$ cat src/rtl/modinv_pkg.sv
package modinv_pkg;
  // strobes issued by the controller to the datapath
  typedef struct packed {
    logic load;   // capture operand and initial values
    logic divGo;  // launch one division
    logic macEn;  // advance both loops by one step
    logic finish; // form the answer
  } ctrl_t;
endpackage

$ cat src/rtl/modinv_divider.sv
module modinv_divider #(
  parameter int W = 17
) (
  input  logic         clk,
  input  logic         rstN,
  input  logic         go,
  input  logic [W-1:0] dividend,
  input  logic [W-1:0] divisor,
  output logic [W-1:0] quotient,
  output logic [W-1:0] remainder,
  output logic         done
);
  localparam int CNTW = $clog2(W) + 1;

  logic [W-1:0]    quo;
  logic [W-1:0]    rem;
  logic [W-1:0]    dsr;
  logic [CNTW-1:0] cnt;
  logic            running;
  logic [W:0]      trial;

  assign trial = {rem, quo[W-1]};

  always_ff @(posedge clk or negedge rstN) begin
    if (!rstN) begin
      quo     <= '0;
      rem     <= '0;
      dsr     <= '0;
      cnt     <= '0;
      running <= 1'b0;
      done    <= 1'b0;
    end else begin
      done <= 1'b0;
      if (go) begin
        quo     <= dividend;
        rem     <= '0;
        dsr     <= divisor;
        cnt     <= '0;
        running <= 1'b1;
      end else if (running) begin
        // restoring step: keep the difference only when it is non-negative
        if (trial >= {1'b0, dsr}) begin
          rem <= W'(trial - {1'b0, dsr});
          quo <= {quo[W-2:0], 1'b1};
        end else begin
          rem <= trial[W-1:0];
          quo <= {quo[W-2:0], 1'b0};
        end
        cnt <= cnt + 1'b1;
        if (cnt == CNTW'(W - 1)) begin
          running <= 1'b0;
          done    <= 1'b1;
        end
      end
    end
  end

  assign quotient  = quo;
  assign remainder = rem;
endmodule

$ cat src/rtl/modinv_ctrl.sv
module modinv_ctrl
  import modinv_pkg::*;
(
  input  logic  clk,
  input  logic  rstN,
  input  logic  start,
  input  logic  uZero,
  input  logic  divDone,
  input  logic  remZero,
  output ctrl_t strb,
  output logic  busy
);
  typedef enum logic [2:0] {S_IDLE, S_DGO, S_DWAIT, S_MAC, S_FIN} state_t;

  state_t state, nextState;

  always_comb begin
    nextState = state;
    strb      = '0;
    unique case (state)
      S_IDLE: if (start) begin
        strb.load = 1'b1;
        nextState = uZero ? S_FIN : S_DGO;
      end
      S_DGO: begin
        strb.divGo = 1'b1;
        nextState  = S_DWAIT;
      end
      S_DWAIT: if (divDone) nextState = remZero ? S_FIN : S_MAC;
      S_MAC: begin
        strb.macEn = 1'b1;
        nextState  = S_DGO;
      end
      S_FIN: begin
        strb.finish = 1'b1;
        nextState   = S_IDLE;
      end
      default: nextState = S_IDLE;
    endcase
  end

  always_ff @(posedge clk or negedge rstN) begin
    if (!rstN) state <= S_IDLE;
    else       state <= nextState;
  end

  assign busy = (state != S_IDLE);
endmodule

$ cat src/rtl/modinv_datapath.sv
module modinv_datapath
  import modinv_pkg::*;
#(
  parameter int W   = 17,
  parameter int CW  = W + 2,
  parameter int MOD = 65537
) (
  input  logic         clk,
  input  logic         rstN,
  input  ctrl_t        strb,
  input  logic [W-1:0] uIn,
  output logic         uZero,
  output logic         divDone,
  output logic         remZero,
  output logic [W-1:0] result,
  output logic         noInverse,
  output logic         outValid
);
  localparam logic [W-1:0]         MODW = W'(MOD);
  localparam logic signed [CW-1:0] MODC = CW'(MOD);

  logic [W-1:0]         n1, n2, q, r;
  logic signed [CW-1:0] b1, b2, qExt, prod, nextB2, fixB;
  logic                 zeroCase;

  modinv_divider #(.W(W)) u_div (
    .clk      (clk),
    .rstN     (rstN),
    .go       (strb.divGo),
    .dividend (n1),
    .divisor  (n2),
    .quotient (q),
    .remainder(r),
    .done     (divDone)
  );

  assign uZero   = (uIn == '0);
  assign remZero = (r == '0);

  // signed multiply-accumulate; true values stay well inside CW bits
  assign qExt   = $signed({{(CW - W){1'b0}}, q});
  assign prod   = qExt * b2;
  assign nextB2 = b1 - prod;
  assign fixB   = b2[CW-1] ? (b2 + MODC) : b2;

  always_ff @(posedge clk or negedge rstN) begin
    if (!rstN) begin
      n1        <= '0;
      n2        <= '0;
      b1        <= '0;
      b2        <= '0;
      zeroCase  <= 1'b0;
      result    <= '0;
      noInverse <= 1'b0;
      outValid  <= 1'b0;
    end else begin
      outValid <= strb.finish;
      if (strb.load) begin
        n1       <= MODW;
        n2       <= uIn;
        b1       <= '0;
        b2       <= CW'(1);
        zeroCase <= uZero;
      end else if (strb.macEn) begin
        n1 <= n2;
        n2 <= r;
        b1 <= b2;
        b2 <= nextB2;
      end
      if (strb.finish) begin
        if (zeroCase) begin
          result    <= '0;
          noInverse <= 1'b0;
        end else if (n2 != W'(1)) begin
          result    <= '0;
          noInverse <= 1'b1;
        end else begin
          result    <= fixB[W-1:0];
          noInverse <= 1'b0;
        end
      end
    end
  end
endmodule

$ cat src/rtl/modinv_unit.sv
module modinv_unit
  import modinv_pkg::*;
#(
  parameter int W   = 17,
  parameter int CW  = W + 2,
  parameter int MOD = 65537
) (
  input  logic         clk,
  input  logic         rstN,
  input  logic         start,
  input  logic [W-1:0] uIn,
  output logic [W-1:0] result,
  output logic         outValid,
  output logic         busy,
  output logic         noInverse
);
  ctrl_t strb;
  logic  uZero, divDone, remZero;

  modinv_ctrl u_ctrl (
    .clk    (clk),
    .rstN   (rstN),
    .start  (start),
    .uZero  (uZero),
    .divDone(divDone),
    .remZero(remZero),
    .strb   (strb),
    .busy   (busy)
  );

  modinv_datapath #(.W(W), .CW(CW), .MOD(MOD)) u_dp (
    .clk      (clk),
    .rstN     (rstN),
    .strb     (strb),
    .uIn      (uIn),
    .uZero    (uZero),
    .divDone  (divDone),
    .remZero  (remZero),
    .result   (result),
    .noInverse(noInverse),
    .outValid (outValid)
  );
endmodule

$ cat config.mk
export PLATFORM = sky130hd
export DESIGN_NAME = modinv_unit
export DESIGN_NICKNAME = d
export VERILOG_FILES = /design/src/rtl/modinv_pkg.sv /design/src/rtl/modinv_divider.sv /design/src/rtl/modinv_ctrl.sv /design/src/rtl/modinv_datapath.sv /design/src/rtl/modinv_unit.sv
export SDC_FILE = /design/constraint.sdc
export NUM_CORES = 1
export LEC_CHECK = 0
export BUFFER_PORTS_ARGS = -buffer_cell sky130_fd_sc_hd__buf_2
export CAP_MARGIN = 15
export CORE_UTILIZATION = 58
export DETAILED_ROUTE_END_ITERATION = 10
export GPL_TIMING_DRIVEN = 1
export PLACE_DENSITY = 0.78
export SYNTH_ARGS = -nofsm -noshare
export SYNTH_HDL_FRONTEND = slang
export SYNTH_SLANG_ARGS = --single-unit
$ cat constraint.sdc
create_clock -name clk -period 6.7 [get_ports clk]
set_input_delay 0 -clock clk [delete_from_list [all_inputs] [get_ports clk]]
set_output_delay 0 -clock clk [all_outputs]
set_load 0.05 [all_outputs]
==> results of run 1 <==
per-layer routing:
| metal | track usage (%) | part of all wire, % | up-vias |
|---|---|---|---|
| met2 | 51.3 | 49 | 375 |
| met3 | 4.98 | 6.1 | 94 |
| met4 | 11.5 | 3.0 | 0 |
| met1 | 40.6 | 42 | 5490 |
| met5 | 0 | 0 | - |
| li1 | - | - | 5114 |
cells by family (layout without fill, tap and decap cells):
family                   after synthesis  in the layout  share of synthesized area [%]
flip-flops                           154            154                           27.7
AND/OR/NAND/NOR                      559            559                           18.4
multiplexers                          27             27                           1.95
buffers and inverters                311            342                           8.57
adder cells (fa/ha/maj)              225            225                           27.8
AO/OA/AOI/OAI                        244            244                           10.4
XOR/XNOR                              82             82                           5.17
final timing paths:
| kind | start | end | slack [ns] | cells past startpoint |
|---|---|---|---|---|
| worst min-delay path | start | u_ctrl.state[2]$_DFFE_PN0P_ | 0.01 | 4 |
| worst max-delay path | u_dp.u_div.quotient[5]$_DFFE_PN0P_ | u_dp.b2[18]$_DFFE_PN0P_ | 0.44 | 22 |
| worst max register to register | u_dp.u_div.quotient[5]$_DFFE_PN0P_ | u_dp.b2[18]$_DFFE_PN0P_ | 0.44 | 22 |
| max in group asynchronous | rstN | u_dp.b2[9]$_DFFE_PN0P_ | 5.39 | 4 |
| min in group asynchronous | rstN | u_dp.u_div.cnt[1]$_DFFE_PN0P_ | 0.13 | 2 |
| worst min register to register | u_dp.result[1]$_DFFE_PN0P_ | u_dp.result[1]$_DFFE_PN0P_ | 0.48 | 2 |
state kept, by name, indices dropped and copies added (netlist names):
register              flops
u_dp.b2                  19
u_dp.u_div.remainder     17
u_dp.b1                  19
u_dp.u_div.cnt            6
u_dp.u_div.quotient      17
u_dp.noInverse            1
u_dp.n2                  17
u_dp.result              17
u_dp.u_div.dsr           17
u_dp.outValid             1
u_dp.zeroCase             1
u_dp.u_div.done           1
u_dp.u_div.running        1
u_dp.n1                  17
u_ctrl.state              3
critical path, stage by stage (launching register included):
cell	delay [ns]
dfrtp_1	0.69
and2_1	0.23
fa_1	0.17
inv_1	0.05
fa_1	0.47
inv_1	0.05
fa_1	0.53
inv_1	0.06
fa_1	0.52
fa_1	0.46
fa_1	0.56
inv_1	0.06
fa_1	0.54
inv_1	0.04
ha_1	0.37
a21o_1	0.22
a21oi_1	0.21
o21ai_0	0.15
a21oi_2	0.22
a21oi_2	0.10
a31oi_1	0.22
xnor2_1	0.14
o21ai_1	0.07
cell usage after synthesis (10+ instances only):
| cell | instances |
|---|---|
| fa_1 | 139 |
| a31oi_1 | 22 |
| xor2_1 | 27 |
| dfrtp_1 | 154 |
| mux2i_1 | 26 |
| nand2_1 | 296 |
| o21ai_0 | 91 |
| nand3_1 | 25 |
| a21oi_1 | 70 |
| xnor2_1 | 55 |
| nor2_1 | 67 |
| nor4_1 | 11 |
| nor3_1 | 14 |
| ha_1 | 86 |
| and2_1 | 95 |
| clkbuf_1 | 74 |
| inv_1 | 221 |
| nand4_1 | 10 |
per-stage QoR:
stage / utilization (%) / cells / worst slack [ns] / instance area [um2] / hold WS (ns)
after floorplan: - / 1602 / 0.479 / 13900 / -0.296
after global placement: 61.3 / 1901 / 0.683 / 14400 / 0.0564
after detailed placement: 61.3 / 1901 / 0.459 / 14400 / 0.0584
after CTS: 64.7 / 1951 / 0.479 / 15200 / 0.00206
after global routing: 64.8 / 1952 / 0.115 / 15200 / 0.0163
final: 64.8 / 1952 / 0.439 / 15200 / 0.0130
cell type report:
class | instances | area, um2 | share of cell area, %
tap | 319 | 399 | 2.62
sequential | 154 | 3850 | 25.3
timing repair buffer | 88 | 634 | 4.17
clock inverter | 15 | 198 | 1.30
clock buffer | 17 | 425 | 2.80
multi-input combinational | 1137 | 8870 | 58.3
inverter | 222 | 833 | 5.48
repair_timing:
item                                   4_1_cts  5_1_grt
hold buffers                                18        0
endpoints found under the hold margin       89        0
buffers inserted                             0        0
==> flow_summary_export.csv, run 1 <==
group,metric,value,unit
routing,ant_nets,0,
floorplanning,start_util,59.2,%
critical_path,end_kind,"flop",
clocking,cts-root-buf,"clkbuf_16",
global_route,grt_use_total,30.9,%
floorplanning,io_pins,40,
floorplanning,fp.dieW,157,um
timing,maxSlewHeadroom,45.9,%
clocking,clk_pin_slew,0.08,ns
global_route,grt_max_degree,85,
cells_and_area,final_common_cell,"nand2_1",
clocking,clk_path_buf_depth,2,
timing,hold_viol,0,
critical_path,worstPathRequired,7.01,ns
routing,first_iter_violations,800,
timing,period_share,93.4,%
logic_synthesis,netlist_area,0.0139,mm2
timing,period_needed,6.26,ns
routing,dr.pass1.iters,5,
critical_path,path_max_fanout,16,
global_route,antenna_found_initial,0,
timing,drv_slew,0,
cells_and_area,area_delta_synth_final,9.44,%
floorplanning,row_count,56,
timing,rsz0062_at_grt,"false",
logic_synthesis,synth_top_cell_by_area,"dfrtp_1",
clocking,cts_tree,"built",
critical_path,crit_type,"reg -> reg",
routing,drt-vias-per-instance,5.67,
routing,drc,0,
routing,routedWlPerCell,18.0,um
logic_synthesis,synthCells,1602,
timing,worst_slew_pin_slew,0.811,ns
logic_synthesis,synthArstFlopShare,100,%
timing,setup_viol,0,
logic_synthesis,synth_nets,1847,
worst_hold_path,hold_class,"in -> reg",
logic_synthesis,synth_edf_count,0,
routing,wl,35200,um
flow_run,maxCapViolations,0,
cells_and_area,nFillCells,1849,
clocking,clk_latency,0.44,ns
logic_synthesis,synth_warnings,0,
clocking,cts_sinks,154,
cells_and_area,mostFrequentLayoutCells,"296 x nand2_1, 221 x inv_1, 153 x dfrtp_1, 139 x fa_1, 95 x and2_1",
clocking,cts_buffers,17,
global_route,overflow,0,
routing,num_vias,11100,
timing,fin_tns_setup,0,ns
critical_path,start_kind,"flop",
status,status,"complete, no violations",
floorplanning,fp.dieArea,0.0246,mm2
cells_and_area,nets,1865,
global_route,grt_pass1_wl,58400,um
logic_synthesis,ys_top_cells_by_area,"dfrtp_1 28%, fa_1 20%, nand2_1 8.0%, ha_1 7.7%, inv_1 6.0%",
logic_synthesis,yosys_register_bits,154,
floorplanning,die_y,157,um
critical_path,cp.arrival,6.57,ns
logic_synthesis,synth_cell_types,64,
logic_synthesis,synth_flop_cell,"dfrtp_1",
global_route,grt_pass1_vias,11400,
timing,max_freq,160,MHz
cells_and_area,antenna_cells,0,
placement,gp_congestion,0.934,
floorplanning,coreArea,0.0235,mm2
timing,finalClockSkew,0.0119,ns
logic_synthesis,synth_area_per_cell,8.68,um2
clocking,cts_resized,0,
logic_synthesis,synth_top_area_share,27.7,%
placement,portBuffers,39,
logic_synthesis,ys_seq_area_share,27.7,%
cells_and_area,drive_gt1_share,7.35,%
clocking,htreeDepth,4,
placement,hpwl,25700,um
Power of run 1 is not shown: default switching activity piles up to over one toggle a cycle in this logic, so the estimate is an artifact.
==> inputs of run 2 (changes only) <==
--- a/config.mk
+++ b/config.mk
@@ -5,7 +5,7 @@
 export SDC_FILE = /design/constraint.sdc
 export NUM_CORES = 1
 export LEC_CHECK = 0
-export BUFFER_PORTS_ARGS = -buffer_cell sky130_fd_sc_hd__buf_2
+export BUFFER_PORTS_ARGS = -buffer_cell sky130_fd_sc_hd__buf_4
 export CAP_MARGIN = 15
 export CORE_UTILIZATION = 58
 export DETAILED_ROUTE_END_ITERATION = 10
@@ -13,4 +13,5 @@
 export PLACE_DENSITY = 0.78
 export SYNTH_ARGS = -nofsm -noshare
 export SYNTH_HDL_FRONTEND = slang
+export SYNTH_HIERARCHICAL = 1
 export SYNTH_SLANG_ARGS = --single-unit
==> flow_summary_export.csv, run 2 <==
group,metric,value,unit
logic_synthesis,synth_warnings,6,
critical_path,r2r_slack,0.22,ns
cells_and_area,mostFrequentLayoutCells,"223 x inv_1, 175 x nand2_1, 148 x dfrtp_1, 139 x fa_1, 101 x nor2_1",
logic_synthesis,synth_top_area_share,26.7,%
floorplanning,fp.dieArea,0.0255,mm2
timing,hold_viol,0,
timing,drv_slew,0,
global_route,grt_use_total,31.0,%
routing,dr.pass1.iters,5,
logic_synthesis,synth_area_per_cell,9.27,um2
critical_path,crit_type,"reg -> reg",
clocking,htreeDepth,4,
logic_synthesis,yosys_register_bits,154,
status,status,"complete, no violations",
placement,gp_congestion,0.964,
routing,routedWlPerCell,19.5,um
routing,drt-vias-per-instance,5.78,
logic_synthesis,synthCells,1555,
critical_path,start_kind,"flop",
critical_path,cp.arrival,6.75,ns
cells_and_area,nets,1838,
cells_and_area,area_delta_synth_final,10.7,%
critical_path,path_max_fanout,13,
placement,portBuffers,39,
logic_synthesis,yosys-top-cells-count,"223 x inv_1, 175 x nand2_1, 154 x dfrtp_1",
routing,wl_met3,2180,um
logic_synthesis,synth_nets,1801,
global_route,grt_max_degree,103,
logic_synthesis,ys_top_cells_by_area,"dfrtp_1 27%, fa_1 19%, ha_1 7.6%, inv_1 5.8%, mux2i_1 5.5%",
clocking,clk_path_buf_depth,2,
critical_path,end_kind,"flop",
logic_synthesis,ys_seq_area_share,26.7,%
cells_and_area,antenna_cells,0,
timing,setup_viol,0,
clocking,clk_latency,0.43,ns
clocking,clk_pin_slew,0.07,ns
routing,met1_length,16300,um
routing,wl,37600,um
global_route,grt_pass1_wl,61500,um
logic_synthesis,synth_flop_cell,"dfrtp_1",
clocking,cts_sinks,154,
critical_path,r2r-end,"u_dp/b2[16]$_DFFE_PN0P_",
floorplanning,fp.dieW,160,um
routing,ant_nets,0,
routing,drc,0,
floorplanning,row_count,57,
critical_path,r2r-start,"u_dp/u_div/quotient[8]$_DFFE_PN0P_",
timing,max_freq,154,MHz
clocking,cts-root-buf,"clkbuf_16",
critical_path,worstPathRequired,6.98,ns
routing,num_vias,11200,
floorplanning,io_pins,40,
logic_synthesis,synth_edf_count,0,
worst_hold_path,hold_class,"in -> async",
logic_synthesis,synth_top_cell_by_area,"dfrtp_1",
clocking,cts_tree,"built",
global_route,antenna_found_initial,0,
critical_path,ff2ff_path_depth,20,
timing,worst_slew_pin_slew,1.06,ns
routing,top_layer,"met4",
timing,fin_tns_setup,0,ns
placement,hpwl,27700,um
cells_and_area,reg_top3,"u_dp/b1: 19 flops, u_dp/b2: 19 flops",
cells_and_area,final_cells,1929,
clocking,cts_buffers,17,
placement,placed_cells,1878,
global_route,overflow,0,
timing,period_needed,6.48,ns
logic_synthesis,synthArstFlopShare,100,%
logic_synthesis,synth_cell_types,84,
cells_and_area,drive_gt1_share,9.60,%
timing,finalClockSkew,0.0117,ns
timing,period_share,96.7,%
global_route,grt_pass1_vias,11700,
cells_and_area,final_common_cell,"inv_1",
routing,first_iter_violations,888,
logic_synthesis,netlist_area,0.0144,mm2
floorplanning,coreArea,0.0243,mm2
floorplanning,start_util,59.3,%
floorplanning,die_y,160,um
timing,rsz0062_at_grt,"false",
logic_synthesis,synth.most_common_cell,"inv_1",
flow_run,maxCapViolations,0,
timing,maxSlewHeadroom,29.0,%
routing,met2_length,17700,um
clocking,cts_setup_buffers,0,
run 2: cell count changes in the layout (fill, tap and decap cells not counted), moves of 7 or more:
| cell | change |
|---|---|
| a21oi_1 | -42 |
| a311oi_2 | +9 |
| a31oi_1 | -20 |
| buf_2 | -38 |
| buf_4 | +48 |
| clkinv_8 | -7 |
| mux2i_1 | +53 |
| nand2_1 | -121 |
| nor2_1 | +35 |
| o211ai_1 | +7 |
| o21ai_0 | -26 |
| o2bb2ai_1 | +17 |
run 2: layout make-up:
type / count / area, um2
clock buffer: 17 / 425
clock inverter: 15 / 224
inverter: 224 / 841
fill: 1893 / 8360
tap: 324 / 405
timing repair buffer: 99 / 798
multi-input combinational: 1096 / 9400
sequential: 154 / 3860
run 2: per-stage QoR:
stage	util (%)	instance area [um2]	setup slack [ns]	hold slack, ns
final	65.6	16000	0.224	0.259
after global routing	65.6	16000	0.00900	0.352
after CTS	65.6	15900	0.237	0.308
after detailed placement	62.1	15100	0.246	0.199
after global placement	62.1	15100	0.354	0.190
after floorplan	-	14400	0.269	-0.296
run 2: logic make-up after synthesis:
| group | count (synthesis) | synth area share [%] |
|---|---|---|
| AO/OA/AOI/OAI | 219 | 10.8 |
| XOR/XNOR | 78 | 4.98 |
| adder cells (fa/ha/maj) | 226 | 26.9 |
| buffers and inverters | 305 | 8.20 |
| flip-flops | 154 | 26.7 |
| multiplexers | 82 | 5.72 |
| AND/OR/NAND/NOR | 491 | 16.7 |
run 2: layer usage:
metal | up-vias | global-route usage (%)
li1 | 5140 | -
met1 | 5519 | 42.1
met2 | 404 | 49.3
met3 | 95 | 5.58
met4 | 0 | 13.1
met5 | - | 0
run 2: repair_timing:
action | in CTS | in global routing
hold endpoints to repair | 120 | 0
gates resized for setup | 0 | 7
endpoints found under the setup margin | 0 | 3
hold buffers | 19 | 0
run 2: worst max-delay path, cell delays in order, from the launching register on:
cell and delay [ns]:
dfrtp_1 0.57, nand2_1 0.13, fa_1 0.52, inv_1 0.06, fa_1 0.50, fa_1 0.52, inv_1 0.05, fa_1 0.47
fa_1 0.55, fa_1 0.55, inv_1 0.05, fa_1 0.50, inv_1 0.04, ha_1 0.22, or3_4 0.39, or3_1 0.35
or4_1 0.41, a21oi_1 0.17, xnor2_1 0.08, mux2i_1 0.14, nor2_1 0.06
run 2: how the worst max path moves through the flow:
stage / to / startpoint / slack (ns)
5_1_grt: u_dp/b2[16]$_DFFE_PN0P_ / u_dp/b2[9]$_DFFE_PN0P_ / 0.009
3_5_place_dp: u_dp/b2[16]$_DFFE_PN0P_ / u_dp/u_div/quotient[6]$_DFFE_PN0P_ / 0.25
6_report: u_dp/b2[16]$_DFFE_PN0P_ / u_dp/u_div/quotient[8]$_DFFE_PN0P_ / 0.22
2_1_floorplan: u_dp/b2[16]$_DFFE_PN0P_ / u_dp/b2[4]$_DFFE_PN0P_ / 0.27
4_1_cts: u_dp/b2[16]$_DFFE_PN0P_ / u_dp/u_div/quotient[8]$_DFFE_PN0P_ / 0.24
3_3_place_gp: u_dp/b2[16]$_DFFE_PN0P_ / u_dp/u_div/quotient[8]$_DFFE_PN0P_ / 0.35
Power of run 2 is left out for the same reason.
